--- src/rtl/mpx_pkg.sv ---
package mpx_pkg;
    parameter int ADDR_W     = 24;
    parameter int DATA_W     = 16;
    parameter int LANE_W     = 8;
    parameter int AREA_W     = 3;
    parameter int N_AREAS    = 1 << AREA_W;
    parameter int N_LANES    = DATA_W / LANE_W;
    parameter int FIRST_MUX  = 3;

    typedef enum logic [1:0] {
        PH_IDLE = 2'd0,
        PH_ADDR = 2'd1,
        PH_TURN = 2'd2,
        PH_DATA = 2'd3
    } phase_e;

    typedef struct packed {
        logic              write;
        logic              mux;
        logic              wide;
        logic [ADDR_W-1:0] addr;
        logic [DATA_W-1:0] wdata;
    } xfer_t;

    function automatic logic [AREA_W-1:0] area_of(input logic [ADDR_W-1:0] a);
        return a[ADDR_W-1 -: AREA_W];
    endfunction

    function automatic logic [DATA_W-1:0] lane_fit(input logic wide, input logic [DATA_W-1:0] d);
        logic [DATA_W-1:0] r;
        r = '0;
        r[LANE_W-1:0] = d[LANE_W-1:0];
        return wide ? d : r;
    endfunction

    function automatic logic [N_LANES-1:0] lane_oe(input logic wide);
        logic [N_LANES-1:0] r;
        r = '0;
        r[0] = 1'b1;
        return wide ? {N_LANES{1'b1}} : r;
    endfunction
endpackage

--- src/rtl/mpx_area_cfg.sv ---
module mpx_area_cfg
    import mpx_pkg::*;
(
    input  logic               clk,
    input  logic               rst,
    input  logic               cfg_we,
    input  logic               cfg_sel,
    input  logic [N_AREAS-1:0] cfg_wdata,
    output logic [N_AREAS-1:0] mux_en,
    output logic [N_AREAS-1:0] wide_en
);
    for (genvar n = 0; n < N_AREAS; n++) begin : g_area
        if (n < FIRST_MUX) begin : g_plain
            assign mux_en[n] = 1'b0;
        end else begin : g_mux
            always_ff @(posedge clk) begin
                if (rst)                     mux_en[n] <= 1'b0;
                else if (cfg_we && !cfg_sel) mux_en[n] <= cfg_wdata[n];
            end
        end
        always_ff @(posedge clk) begin
            if (rst)                    wide_en[n] <= 1'b0;
            else if (cfg_we && cfg_sel) wide_en[n] <= cfg_wdata[n];
        end
    end

    assert_enable_load_R3: assert property (@(posedge clk) disable iff (rst)
        (cfg_we && !cfg_sel) |=> mux_en[N_AREAS-1:FIRST_MUX] == $past(cfg_wdata[N_AREAS-1:FIRST_MUX]));
    assert_width_hold_R4: assert property (@(posedge clk) disable iff (rst)
        !(cfg_we && cfg_sel) |=> $stable(wide_en));
endmodule

--- src/rtl/mpx_cycle_fsm.sv ---
module mpx_cycle_fsm
    import mpx_pkg::*;
(
    input  logic               clk,
    input  logic               rst,
    input  logic               req_valid,
    input  logic               req_write,
    input  logic [ADDR_W-1:0]  req_addr,
    input  logic [DATA_W-1:0]  req_wdata,
    input  logic [N_AREAS-1:0] mux_en,
    input  logic [N_AREAS-1:0] wide_en,
    output phase_e             phase,
    output xfer_t              cur,
    output logic               req_ready
);
    phase_e            ph_q, ph_d;
    xfer_t             cur_q;
    logic              ready_q;
    logic              accept;
    logic [AREA_W-1:0] area;

    assign area   = area_of(req_addr);
    assign accept = (ph_q == PH_IDLE) && req_valid && !ready_q;

    always_comb begin
        ph_d = ph_q;
        unique case (ph_q)
            PH_IDLE: if (accept) ph_d = mux_en[area] ? PH_ADDR : PH_DATA;
            PH_ADDR: ph_d = cur_q.write ? PH_DATA : PH_TURN;
            PH_TURN: ph_d = PH_DATA;
            PH_DATA: ph_d = PH_IDLE;
            default: ph_d = PH_IDLE;
        endcase
    end

    always_ff @(posedge clk) begin
        if (rst) begin
            ph_q    <= PH_IDLE;
            cur_q   <= '0;
            ready_q <= 1'b0;
        end else begin
            ph_q    <= ph_d;
            ready_q <= (ph_q == PH_DATA);
            if (accept) begin
                cur_q.write <= req_write;
                cur_q.mux   <= mux_en[area];
                cur_q.wide  <= wide_en[area];
                cur_q.addr  <= req_addr;
                cur_q.wdata <= req_wdata;
            end
        end
    end

    assign phase     = ph_q;
    assign cur       = cur_q;
    assign req_ready = ready_q;

    assert_no_restart_R11: assert property (@(posedge clk) disable iff (rst)
        ready_q |=> ph_q == PH_IDLE);
    assert_turn_to_data_R8: assert property (@(posedge clk) disable iff (rst)
        ph_q == PH_TURN |=> ph_q == PH_DATA);
endmodule

--- src/rtl/mpx_pin_lanes.sv ---
module mpx_pin_lanes
    import mpx_pkg::*;
(
    input  logic               clk,
    input  logic               rst,
    input  phase_e             phase,
    input  xfer_t              cur,
    input  logic [DATA_W-1:0]  pad_in,
    output logic [DATA_W-1:0]  pad_out,
    output logic [N_LANES-1:0] pad_oe,
    output logic [ADDR_W-1:0]  ext_addr,
    output logic               ale,
    output logic               rd_stb,
    output logic               wr_stb,
    output logic [DATA_W-1:0]  rsp_rdata
);
    logic [DATA_W-1:0] rdata_q;

    always_comb begin
        pad_out  = '0;
        pad_oe   = '0;
        ale      = 1'b0;
        rd_stb   = 1'b0;
        wr_stb   = 1'b0;
        ext_addr = '0;
        unique case (phase)
            PH_ADDR: begin
                ale      = 1'b1;
                ext_addr = cur.addr;
                pad_out  = lane_fit(cur.wide, cur.addr[DATA_W-1:0]);
                pad_oe   = lane_oe(cur.wide);
            end
            PH_TURN: ext_addr = cur.addr;
            PH_DATA: begin
                ext_addr = cur.addr;
                if (cur.write) begin
                    wr_stb  = 1'b1;
                    pad_out = lane_fit(cur.wide, cur.wdata);
                    pad_oe  = lane_oe(cur.wide);
                end else begin
                    rd_stb = 1'b1;
                end
            end
            default: ;
        endcase
    end

    always_ff @(posedge clk) begin
        if (rst)         rdata_q <= '0;
        else if (rd_stb) rdata_q <= lane_fit(cur.wide, pad_in);
    end

    assign rsp_rdata = rdata_q;

    assert_one_strobe_R9: assert property (@(posedge clk) disable iff (rst)
        $onehot0({ale, rd_stb, wr_stb}));
    assert_rd_released_R10: assert property (@(posedge clk) disable iff (rst)
        rd_stb |-> pad_oe == '0);
endmodule

--- src/rtl/mpx_bus_bridge.sv ---
module mpx_bus_bridge
    import mpx_pkg::*;
(
    input  logic                   clk,
    input  logic                   rst,
    input  logic                   cfg_we,
    input  logic                   cfg_sel,
    input  logic [N_AREAS-1:0]     cfg_wdata,
    input  logic                   req_valid,
    input  logic                   req_write,
    input  logic [ADDR_W-1:0]      req_addr,
    input  logic [DATA_W-1:0]      req_wdata,
    output logic                   req_ready,
    output logic [DATA_W-1:0]      rsp_rdata,
    output logic [ADDR_W-1:0]      ext_addr,
    output logic [DATA_W-1:0]      pad_out,
    output logic [N_LANES-1:0]     pad_oe,
    input  logic [DATA_W-1:0]      pad_in,
    output logic                   ale,
    output logic                   rd_stb,
    output logic                   wr_stb
);
    logic [N_AREAS-1:0] mux_en;
    logic [N_AREAS-1:0] wide_en;
    phase_e             phase;
    xfer_t              cur;

    mpx_area_cfg u_cfg (
        .clk(clk), .rst(rst), .cfg_we(cfg_we), .cfg_sel(cfg_sel),
        .cfg_wdata(cfg_wdata), .mux_en(mux_en), .wide_en(wide_en)
    );

    mpx_cycle_fsm u_fsm (
        .clk(clk), .rst(rst), .req_valid(req_valid), .req_write(req_write),
        .req_addr(req_addr), .req_wdata(req_wdata), .mux_en(mux_en),
        .wide_en(wide_en), .phase(phase), .cur(cur), .req_ready(req_ready)
    );

    mpx_pin_lanes u_pins (
        .clk(clk), .rst(rst), .phase(phase), .cur(cur), .pad_in(pad_in),
        .pad_out(pad_out), .pad_oe(pad_oe), .ext_addr(ext_addr), .ale(ale),
        .rd_stb(rd_stb), .wr_stb(wr_stb), .rsp_rdata(rsp_rdata)
    );

    assert_ale_one_clock_R7: assert property (@(posedge clk) disable iff (rst)
        ale |=> !ale);
    assert_ale_area_R2: assert property (@(posedge clk) disable iff (rst)
        ale |-> area_of(ext_addr) >= AREA_W'(FIRST_MUX));
    assert_turnaround_R8: assert property (@(posedge clk) disable iff (rst)
        (ale && !cur.write) |=> (pad_oe == '0 && !rd_stb && !wr_stb));
    assert_ready_pulse_R11: assert property (@(posedge clk) disable iff (rst)
        req_ready |=> !req_ready);
    assert_narrow_lanes_R4: assert property (@(posedge clk) disable iff (rst)
        ((ale || wr_stb) && !cur.wide) |-> (pad_oe == N_LANES'(1) && pad_out[DATA_W-1:LANE_W] == '0));
endmodule

--- config.mk ---
export PLATFORM = sky130hd
export DESIGN_NAME = mpx_bus_bridge
export DESIGN_NICKNAME = d
export VERILOG_FILES = /design/src/rtl/mpx_pkg.sv /design/src/rtl/mpx_area_cfg.sv /design/src/rtl/mpx_cycle_fsm.sv /design/src/rtl/mpx_pin_lanes.sv /design/src/rtl/mpx_bus_bridge.sv
export SDC_FILE = /design/constraint.sdc
export NUM_CORES = 1
export LEC_CHECK = 0
export BUFFER_PORTS_ARGS = -buffer_cell sky130_fd_sc_hd__clkbuf_2
export CAP_MARGIN = 40
export CORE_MARGIN = 4
export CORE_UTILIZATION = 48
export CTS_CLUSTER_DIAMETER = 100
export DETAILED_ROUTE_END_ITERATION = 8
export PLACE_DENSITY = 0.87
export SYNTH_ARGS = -nofsm -noshare
export SYNTH_HDL_FRONTEND = slang
export SYNTH_SLANG_ARGS = --single-unit
--- constraint.sdc ---
create_clock -name clk -period 1.9 [get_ports clk]
set_clock_uncertainty 0.05 [all_clocks]
set_input_delay 0.19 -clock clk [delete_from_list [all_inputs] [get_ports clk]]
set_output_delay 0.19 -clock clk [all_outputs]
set_load 0.01 [all_outputs]
======== Word level (Yosys, flattened, before mapping) ========
Index checks and enable logic that the tools add are counted.
word-level totals
  register bits ........................... 74
  output and inout port bits .............. 62
operators by class
  muxes and demuxes ....................... 22
  reduce and logical (&&, ||, !) cells .... 8
  magnitude comparators ................... 1
  equality and inequality tests ........... 4
operators with widths
  cell                                                         count
  two-way mux 16 bit                                           4
  case mux 16 bit (2 select lines)                             1
  two-way mux 24 bit                                           1
  two-way mux 1 bit                                            8
  two-way mux 2 bit                                            4
  case mux 2 bit (4 select lines)                              1
  binary-select mux 1 bit (select 3 bit)                       2
  == test 2 bit (second input constant)                        2
  logical AND 1 bit                                            4
  less-than comparator 3 x 4 -> 1 bit (second input constant)  1
  case mux 2 bit (2 select lines)                              1
  OR reduction 3 bit                                           1
  == test 2 x 1 -> 1 bit (second input constant)               1
  zero test 1 bit                                              2
  zero test 2 bit                                              1
  inequality test 2 x 1 -> 1 bit (second input constant)       1

======== Logic depth before layout (Yosys ltp) ========
Gate-level depths: netlist (run 1).
  word-level depth ........................ 5
  mapped depth ............................ 7
  mapped depth without buffers ............ 5

======== By module ========
Synthesis (run 1) repeated with hierarchy kept, for this count alone.
unflattened totals
  cells, all modules ...................... 418
  area total of the unflattened synthesis .. 3567.2 um^2
by module, submodules not included
  module         times used  cells each  area an instance (um^2)
  mpx_cycle_fsm  1           221         1820.5
  mpx_pin_lanes  1           140         1151.1
  mpx_area_cfg   1           57          595.6

======== Worst setup path after synthesis (run 1) ========
OpenSTA, ideal clock, no wires.
  path kind ............................... flip-flop to output port
  start point ............................. reg u_fsm.ph_q[1] (netlist: u_fsm.phase[1])
  end point ............................... out pad_oe[1]
  arrival ................................. 1583 ps
  slack ................................... 77 ps
  stages on the path, launching flop included .. 7
  required time ........................... 1660 ps
  buffers on the path ..................... 1
  cells stage by stage .................... dfxtp_1 > inv_1 > ha_1 > clkbuf_1 > nor2_1 > nor2_1 > and2_1
on the way
  longest elaborated chain between the ends .. 2
  elaborated cells between the ends (all ways) .. 3
RTL lines
  element                                                         RTL line              RTL
  from (decl)                                                     mpx_cycle_fsm.sv:16   phase_e ph_q, ph_d;
  from (signal assigned)                                          mpx_cycle_fsm.sv:42   ph_q <= ph_d;
  == test 2 bit / == test 2 x 1 -> 1 bit (equally long branches)  mpx_pin_lanes.sv:26   unique case (phase)
  case mux 2 bit (2 select lines) (*)                             mpx_pin_lanes.sv:26
  to (decl)                                                       mpx_bus_bridge.sv:17  output logic [N_LANES-1:0] pad_oe,
Mark *: on every way between the ends. The rest lies on a longest branch, timed or not.

======== Worst setup path in the final report (run 1) ========
  start point ............................. reg u_fsm.ph_q[0] (netlist: u_fsm.phase[0])
  end point ............................... out ext_addr[17]
on the way
  longest elaborated chain between the ends .. 3
  elaborated cells between the ends (all ways) .. 5
RTL lines
  element                                                         RTL line              RTL
  == test 2 x 1 -> 1 bit / == test 2 bit (equally long branches)  mpx_pin_lanes.sv:26
  OR reduction 3 bit (no line) (*)                                n/a
  two-way mux 24 bit (*)                                          mpx_pin_lanes.sv:26
  to (decl)                                                       mpx_bus_bridge.sv:15  output logic [ADDR_W-1:0] ext_addr,
Marks and branches as above.

==> results.txt, run 1 <==
core box area - 6420 µm²
GPL Wtd Cong - 0.859
final setup vio count - 0
input/output buffers - 131
Cell Pwr Density - 1090 nW/µm²
Vias/cell - 5.20
ys flop type - dfxtp_1
share of cells above drive strength 1 - 0.316
Peak VDD IR - 0.000777 V
reg-to-reg slack, setup - 0.27 ns
post-synth top area share - 0.463
WL/cell - 13.6 µm
WHS - 0.0303 ns
Psw - 0.00164 W
Clk Latency, worst-skew pair - 0.32 ns
synthesized flop and latch total - 74
Worst Setup EP - ext_addr[17]
Final Net Count - 603
GRT Util Overall - 0.204
FF-to-FF End - u_fsm.cur[12]
Root Buffer - clkbuf_8
Int Pwr - 0.00284 W
clock power share - 0.213
crit end category - output port
DRC - 0
I/O pins - 132
die area - 8030 µm²
Worst Max-Slew Pin Slew - 0.609 ns
vias in the first global route - 2878
Seq pwr share - 0.438
Area growth syn-to-layout - 28.2%
num rows - 29
Comb pwr share - 0.350
cts hold-fix bufs - 0
final max-slew violation count - 0
Worst Path Arrival - 1.57 ns
RSZ-0062 raised after global routing - yes
register cell area after layout - 1480 µm²
router iterations before antenna repair - 4
Synthesis Warnings - 0
sequential area share after synthesis - 0.463
count leader, synth - nand2_1
R2R Path Start - u_fsm.phase[0]
CP startpoint - u_fsm.phase[0]
Synth Area per Inst - 7.93 µm²
critical path type - flip-flop to output port
post-synthesis cell type count - 29
final worst path period share - 0.955
outcome - finished, final reports clean
Synthesized Nets - 479
Hold WC Path Type - input pin to flip-flop
Sw Share - 0.366
CTS max path bufs - 2
CTS tree - yes
Starting Density - 0.498
CP Launch Type - flip-flop
area of the multi-input gates - 1610 µm²
Worst Path Max Fanout - 24
leakage power - 1.79 nW
Hold Fails Final Rpt - 0
initial antenna violation count - 0
Detail Placement HPWL - 6210 µm
height of the die - 89.6 µm
Via Count - 3149
die width - 89.6 µm
Sink Count - 74
Fmax achieved - 551 MHz
Post-synth top cells - 116 x nand2_1, 74 x dfxtp_1, 66 x a21oi_1, 34 x nor2b_1, 21 x clkbuf_1
Final min period - 1.81 ns
total CTS buffers - 9
Async SR Flop Fraction - 0
routed wire length - 8230 µm
setup tns final - 0 ns
critical path data required time - 1.66 ns
R2R cell count - 6
top cells by area, synth - dfxtp_1 46%, nand2_1 14%, a21oi_1 10%
DRT iter0 DRCs - 140
Core Util, Final - 0.638
Syn Inst Count - 403
Post-CTS Setup Repair Bufs - 0
H-tree depth - 3
slew margin rel. - 0.594
clk slew on worst S/H paths - 0.07 ns
Final ANT Viol Nets - 0
post-synth top area cell - dfxtp_1
MaxCap Viol Count - 0
total grt overflow - 0
Post-synth EDFFs - 0
first-pass GRT wire length - 12900 µm
Layout fillers - 573
Mapped Area - 3200 µm²
antenna diode count - 0
largest net degree at the start of global routing - 31
==> critical path, cell delays in order (launching register included) <==
cell	delay, ns
dfxtp_2	0.37
inv_1	0.09
ha_1	0.23
buf_4	0.23
nor2b_1	0.17
clkbuf_2	0.16
==> per-layer routing <==
layer  track usage  vias up  wire length [µm]
li1              -     1589                 -
met1         0.262     1430              3630
met2         0.340      122              3900
met3        0.0520        8               660
met4        0.0541        0                48
met5             0        -                 0
==> layout make-up <==
| type | instances | area share |
|---|---|---|
| Inverter | 4 | 0.00366 |
| Timing Repair Buffer | 143 | 0.185 |
| Clock buffer | 12 | 0.0330 |
| Sequential cell | 74 | 0.362 |
| Clock inverter | 1 | 0.00122 |
| Tap cell | 77 | 0.0235 |
| Multi-Input combinational cell | 295 | 0.392 |
==> placed cells by master, fill, tap and decap left out, types with 2 or more instances in the layout <==
cell,n
nor2b_1,33
a21oi_1,66
mux2i_1,6
ha_2,2
clkbuf_1,3
nand3_1,16
inv_1,2
ha_1,4
nand2_1,116
dfxtp_2,2
mux4_1,2
inv_2,2
a22oi_2,2
dfxtp_1,72
clkbuf_8,9
a211oi_1,2
nor2_1,16
buf_4,11
a22oi_1,14
clkbuf_2,131
nand2b_1,2
==> worst min path at each step <==
stage	start	to	cells after the start	slack, ns
CTS	req_addr[0]	u_fsm.cur[16]	3	0.02
floorplan	req_addr[16]	u_fsm.cur[32]	2	0.28
global route	req_wdata[0]	u_fsm.cur[0]	3	0.01
finish	req_addr[5]	u_fsm.cur[21]	3	0.03
detailed placement	req_addr[18]	u_fsm.cur[34]	3	0.37
global placement	req_addr[18]	u_fsm.cur[34]	3	0.36
==> per-stage QoR <==
step	setup WS (ns)	cells	total power [W]	area, µm²
finish	0.0851	606	0.00448	4100
global route	-0.0227	606	0.00478	4100
CTS	0.0390	606	0.00450	4080
detailed placement	0.237	593	0.00353	3930
global placement	0.273	593	0.00346	3930
floorplan	0.0773	403	0.00297	3200
==> cell families after synthesis <==
logic type                 Yosys count  share of synthesized area
DFF                                 74                      0.463
buffers and inverters               34                     0.0431
AOI/OAI and AO/OA                   91                      0.165
adders and majority gates            6                     0.0235
and+or+nand+nor                    189                      0.263
muxes                                9                     0.0423
==> state kept, by name, indices dropped and copies added, names as in the netlist <==
signal            flops
u_fsm.cur            42
u_fsm.phase           2
u_cfg.mux_en          5
u_fsm.req_ready       1
u_cfg.wide_en         8
u_pins.rsp_rdata     16
==> power by group through the flow <==
stage                     sequential (W)  combinational [W]  clock (W)
after floorplan                  0.00193            0.00104          0
after global placement           0.00197            0.00149          0
after detailed placement         0.00198            0.00154          0
after CTS                        0.00196            0.00156   0.000980
after global routing             0.00199            0.00175    0.00105
final                            0.00196            0.00157   0.000953
==> repair_timing <==
action | 4_1_cts | 5_1_grt
pin swaps | 0 | 1
resized for setup | 7 | 4
endpoints found under the setup margin | 16 | 7
Note: power is estimated with default switching activity, not from simulation.
==> run 2, diff against run 1 <==
--- a/config.mk
+++ b/config.mk
@@ -8,10 +8,11 @@
 export BUFFER_PORTS_ARGS = -buffer_cell sky130_fd_sc_hd__clkbuf_2
 export CAP_MARGIN = 40
 export CORE_MARGIN = 4
-export CORE_UTILIZATION = 48
+export CORE_UTILIZATION = 52
+export CTS_BUF_LIST = sky130_fd_sc_hd__clkbuf_4 sky130_fd_sc_hd__clkbuf_8 sky130_fd_sc_hd__clkbuf_16
 export CTS_CLUSTER_DIAMETER = 100
 export DETAILED_ROUTE_END_ITERATION = 8
-export PLACE_DENSITY = 0.87
+export PLACE_DENSITY = 0.93
 export SYNTH_ARGS = -nofsm -noshare
 export SYNTH_HDL_FRONTEND = slang
 export SYNTH_SLANG_ARGS = --single-unit
==> constraint.sdc (replaced) <==
create_clock -name clk -period 2.3 [get_ports clk]
set_clock_uncertainty 0.05 [all_clocks]
set_input_delay 0.23 -clock clk [delete_from_list [all_inputs] [get_ports clk]]
set_output_delay 0.23 -clock clk [all_outputs]
set_load 0.01 [all_outputs]
==> run 2 against run 1 <==
Net effect:
- power decreased by 13%
- wire length grew 3.7%
- register-to-register slack improved by 0.29 ns
- combinational power shrank 19%
- via count increased by 2.3%
- sequential power is 18% lower
- critical path depth grew 1
- sequential cell count unchanged
- first-iteration DRC count rose by 18%
- worst hold slack better by 0.028 ns
- critical path type unchanged
- largest cell class unchanged
- highest routed layer unchanged
==> results.txt, run 2 (synthesized netlist as in run 1, its figures left out) <==
outcome - finished, final reports clean (unchanged)
Post-CTS Setup Repair Bufs - 0 (unchanged)
setup tns final - 0 ns (unchanged)
Clk Latency, worst-skew pair - 0.34 ns (was 0.32 ns)
Core Util, Final - 0.689 (was 0.638)
CP Buf/Inv Count - 2 (was 3)
R2R cell count - 6 (unchanged)
clock power share - 0.260 (was 0.213)
most frequent cells in the layout - 131 x clkbuf_2, 116 x nand2_1, 74 x dfxtp_1 (was 131 x clkbuf_2, 116 x nand2_1, 72 x dfxtp_1)
area of placed instances - 3900 µm² (was 3930 µm²)
CTS tree - yes (unchanged)
final setup vio count - 0 (unchanged)
slew margin rel. - 0.575 (was 0.594)
WL/cell - 14.1 µm (was 13.6 µm)
Detail Placement HPWL - 6270 µm (was 6210 µm)
critical path data required time - 2.02 ns (was 1.66 ns)
Sink Count - 74 (unchanged)
register cell area after layout - 1480 µm² (about the same)
Via Count - 3222 (was 3149)
hold path startpoint - req_addr[16] (was req_addr[5])
clk slew on worst S/H paths - 0.08 ns (was 0.07 ns)
pre-CTS setup slack - 0.587 ns (was 0.237 ns)
num rows - 28 (was 29)
die width - 86.4 µm (was 89.6 µm)
final worst path period share - 0.912
most common cell after layout, fill and taps aside - clkbuf_2 (unchanged)
core box area - 5960 µm² (was 6420 µm²)
total grt overflow - 0 (unchanged)
R2R Path Start - u_fsm.phase[0] (unchanged)
Seq pwr share - 0.414 (was 0.438)
DRC - 0 (unchanged)
critical path type - flip-flop to output port (unchanged)
Area growth syn-to-layout - 28.3% (was 28.2%)
Met1 Wirelength - 3450 µm (was 3630 µm)
Critical-path top delay cell - ha_1 (was dfxtp_2)
I/O pins - 132 (unchanged)
post-cts resize count - 0 (was 7)
Final min period - 2.10 ns
Hold WC Path Type - input pin to flip-flop (unchanged)
Final WS setup - 0.202 ns (was 0.0851 ns)
Final ANT Viol Nets - 0 (unchanged)
Starting Density - 0.537 (was 0.498)
Worst Path Max Fanout - 10 (was 24)
leakage power - 1.82 nW (was 1.79 nW)
height of the die - 86.4 µm (was 89.6 µm)
area of the multi-input gates - 1580 µm² (was 1610 µm²)
CTS max path bufs - 2 (unchanged)
Comb pwr share - 0.326 (was 0.350)
Peak VDD IR - 0.000529 V (was 0.000777 V)
Fmax achieved - 477 MHz
GPL Wtd Cong - 0.891 (was 0.859)
CP Launch Type - flip-flop (unchanged)
input/output buffers - 131 (unchanged)
Sw Share - 0.359 (was 0.366)
crit-path leading delay family - adder cells (was buffers and inverters)
Hold Fails Final Rpt - 0 (unchanged)
met3 wire len - 741 µm (was 660 µm)
reg-to-reg slack, setup - 0.56 ns (was 0.27 ns)
Layout fillers - 509 (was 573)
Final Net Count - 600 (was 603)
Root Buffer - clkbuf_8 (unchanged)
Cell Pwr Density - 948 nW/µm² (was 1090 nW/µm²)
Cell Chain, Critical Path - inv_1 > ha_1 > a21oi_1 > nor2_1 > and2_1 > clkbuf_2 (was inv_1 > ha_1 > buf_4 > nor2b_1 > clkbuf_2)
antenna diode count - 0 (unchanged)
final max-slew violation count - 0 (unchanged)
vias in the first global route - 2990 (was 2878)
max reg flops - 42 (unchanged)
WHS - 0.0579 ns (was 0.0303 ns)
top sig layer - met4 (unchanged)
GRT Util Overall - 0.224 (was 0.204)
WHS Path Cells - 3 (unchanged)
Vias/cell - 5.33 (was 5.20)
slowest stage delay, CP - 0.46 ns (was 0.37 ns)
routed wire length - 8540 µm (was 8230 µm)
Int Pwr - 0.00249 W (was 0.00284 W)
RSZ-0062 raised after global routing - no (was yes)
Psw - 0.00140 W (was 0.00164 W)
total CTS buffers - 9 (unchanged)
largest net degree at the start of global routing - 35 (was 31)
router iterations before antenna repair - 5 (was 4)
Hold EP - u_fsm.cur[32] (was u_fsm.cur[21])
cts hold-fix bufs - 0 (unchanged)
first-pass GRT wire length - 13500 µm (was 12900 µm)
Worst Max-Slew Pin Slew - 0.636 ns (was 0.609 ns)
die area - 7470 µm² (was 8030 µm²)
final instance area - 4100 µm² (about the same)
routed wl met2 - 4190 µm (was 3900 µm)
initial antenna violation count - 0 (unchanged)
MaxCap Viol Count - 0 (unchanged)
H-tree depth - 3 (unchanged)
crit end category - output port (unchanged)
DRT iter0 DRCs - 165 (was 140)
share of cells above drive strength 1 - 0.302 (was 0.316)
Worst Path Arrival - 1.82 ns (was 1.57 ns)
FF-to-FF End - u_fsm.cur[20] (was u_fsm.cur[12])
==> run 2: stage by stage <==
step,instances,power [W]
6_report,604,0.00389
5_1_grt,604,0.00414
4_1_cts,604,0.00390
3_5_place_dp,588,0.00290
3_3_place_gp,588,0.00285
2_1_floorplan,403,0.00245
==> run 2: per-layer routing <==
| metal | vias to the layer above | GRT usage |
|---|---|---|
| met4 | 0 | 0.0949 |
| met3 | 17 | 0.0475 |
| li1 | 1585 | - |
| met2 | 143 | 0.385 |
| met5 | - | 0 |
| met1 | 1477 | 0.270 |
==> run 2: area by class of cell <==
cell class / instances / share of cell area
multi-input combinational: 295 / 0.385
timing repair buffer: 140 / 0.179
tap: 75 / 0.0229
sequential: 74 / 0.361
clock buffer: 11 / 0.0354
clock inverter: 5 / 0.0131
inverter: 4 / 0.00366
==> run 2: worst min-delay path: stages <==
cell and delay, ns:
clkbuf_2 0.08, nand2_1 0.05, a21oi_1 0.05
==> run 2: how the worst max path moves through the flow <==
stage | from | endpoint | slack, ns | cells after the start
floorplan | u_fsm.phase[1] | pad_oe[1] | 0.44 | 6
global route | u_fsm.phase[0] | pad_out[1] | 0.06 | 5
CTS | u_fsm.phase[0] | pad_out[7] | 0.20 | 5
finish | u_fsm.phase[1] | pad_oe[1] | 0.20 | 6
global placement | u_fsm.phase[1] | pad_out[15] | 0.63 | 6
detailed placement | u_fsm.phase[1] | pad_oe[1] | 0.59 | 6
==> run 2: power by group through the flow <==
stage	combinational [W]	clock (W)	sequential, W
floorplan	0.000860	0	0.00159
global placement	0.00122	0	0.00163
detailed placement	0.00126	0	0.00164
CTS	0.00127	0.00102	0.00161
global route	0.00141	0.00109	0.00164
finish	0.00127	0.00101	0.00161
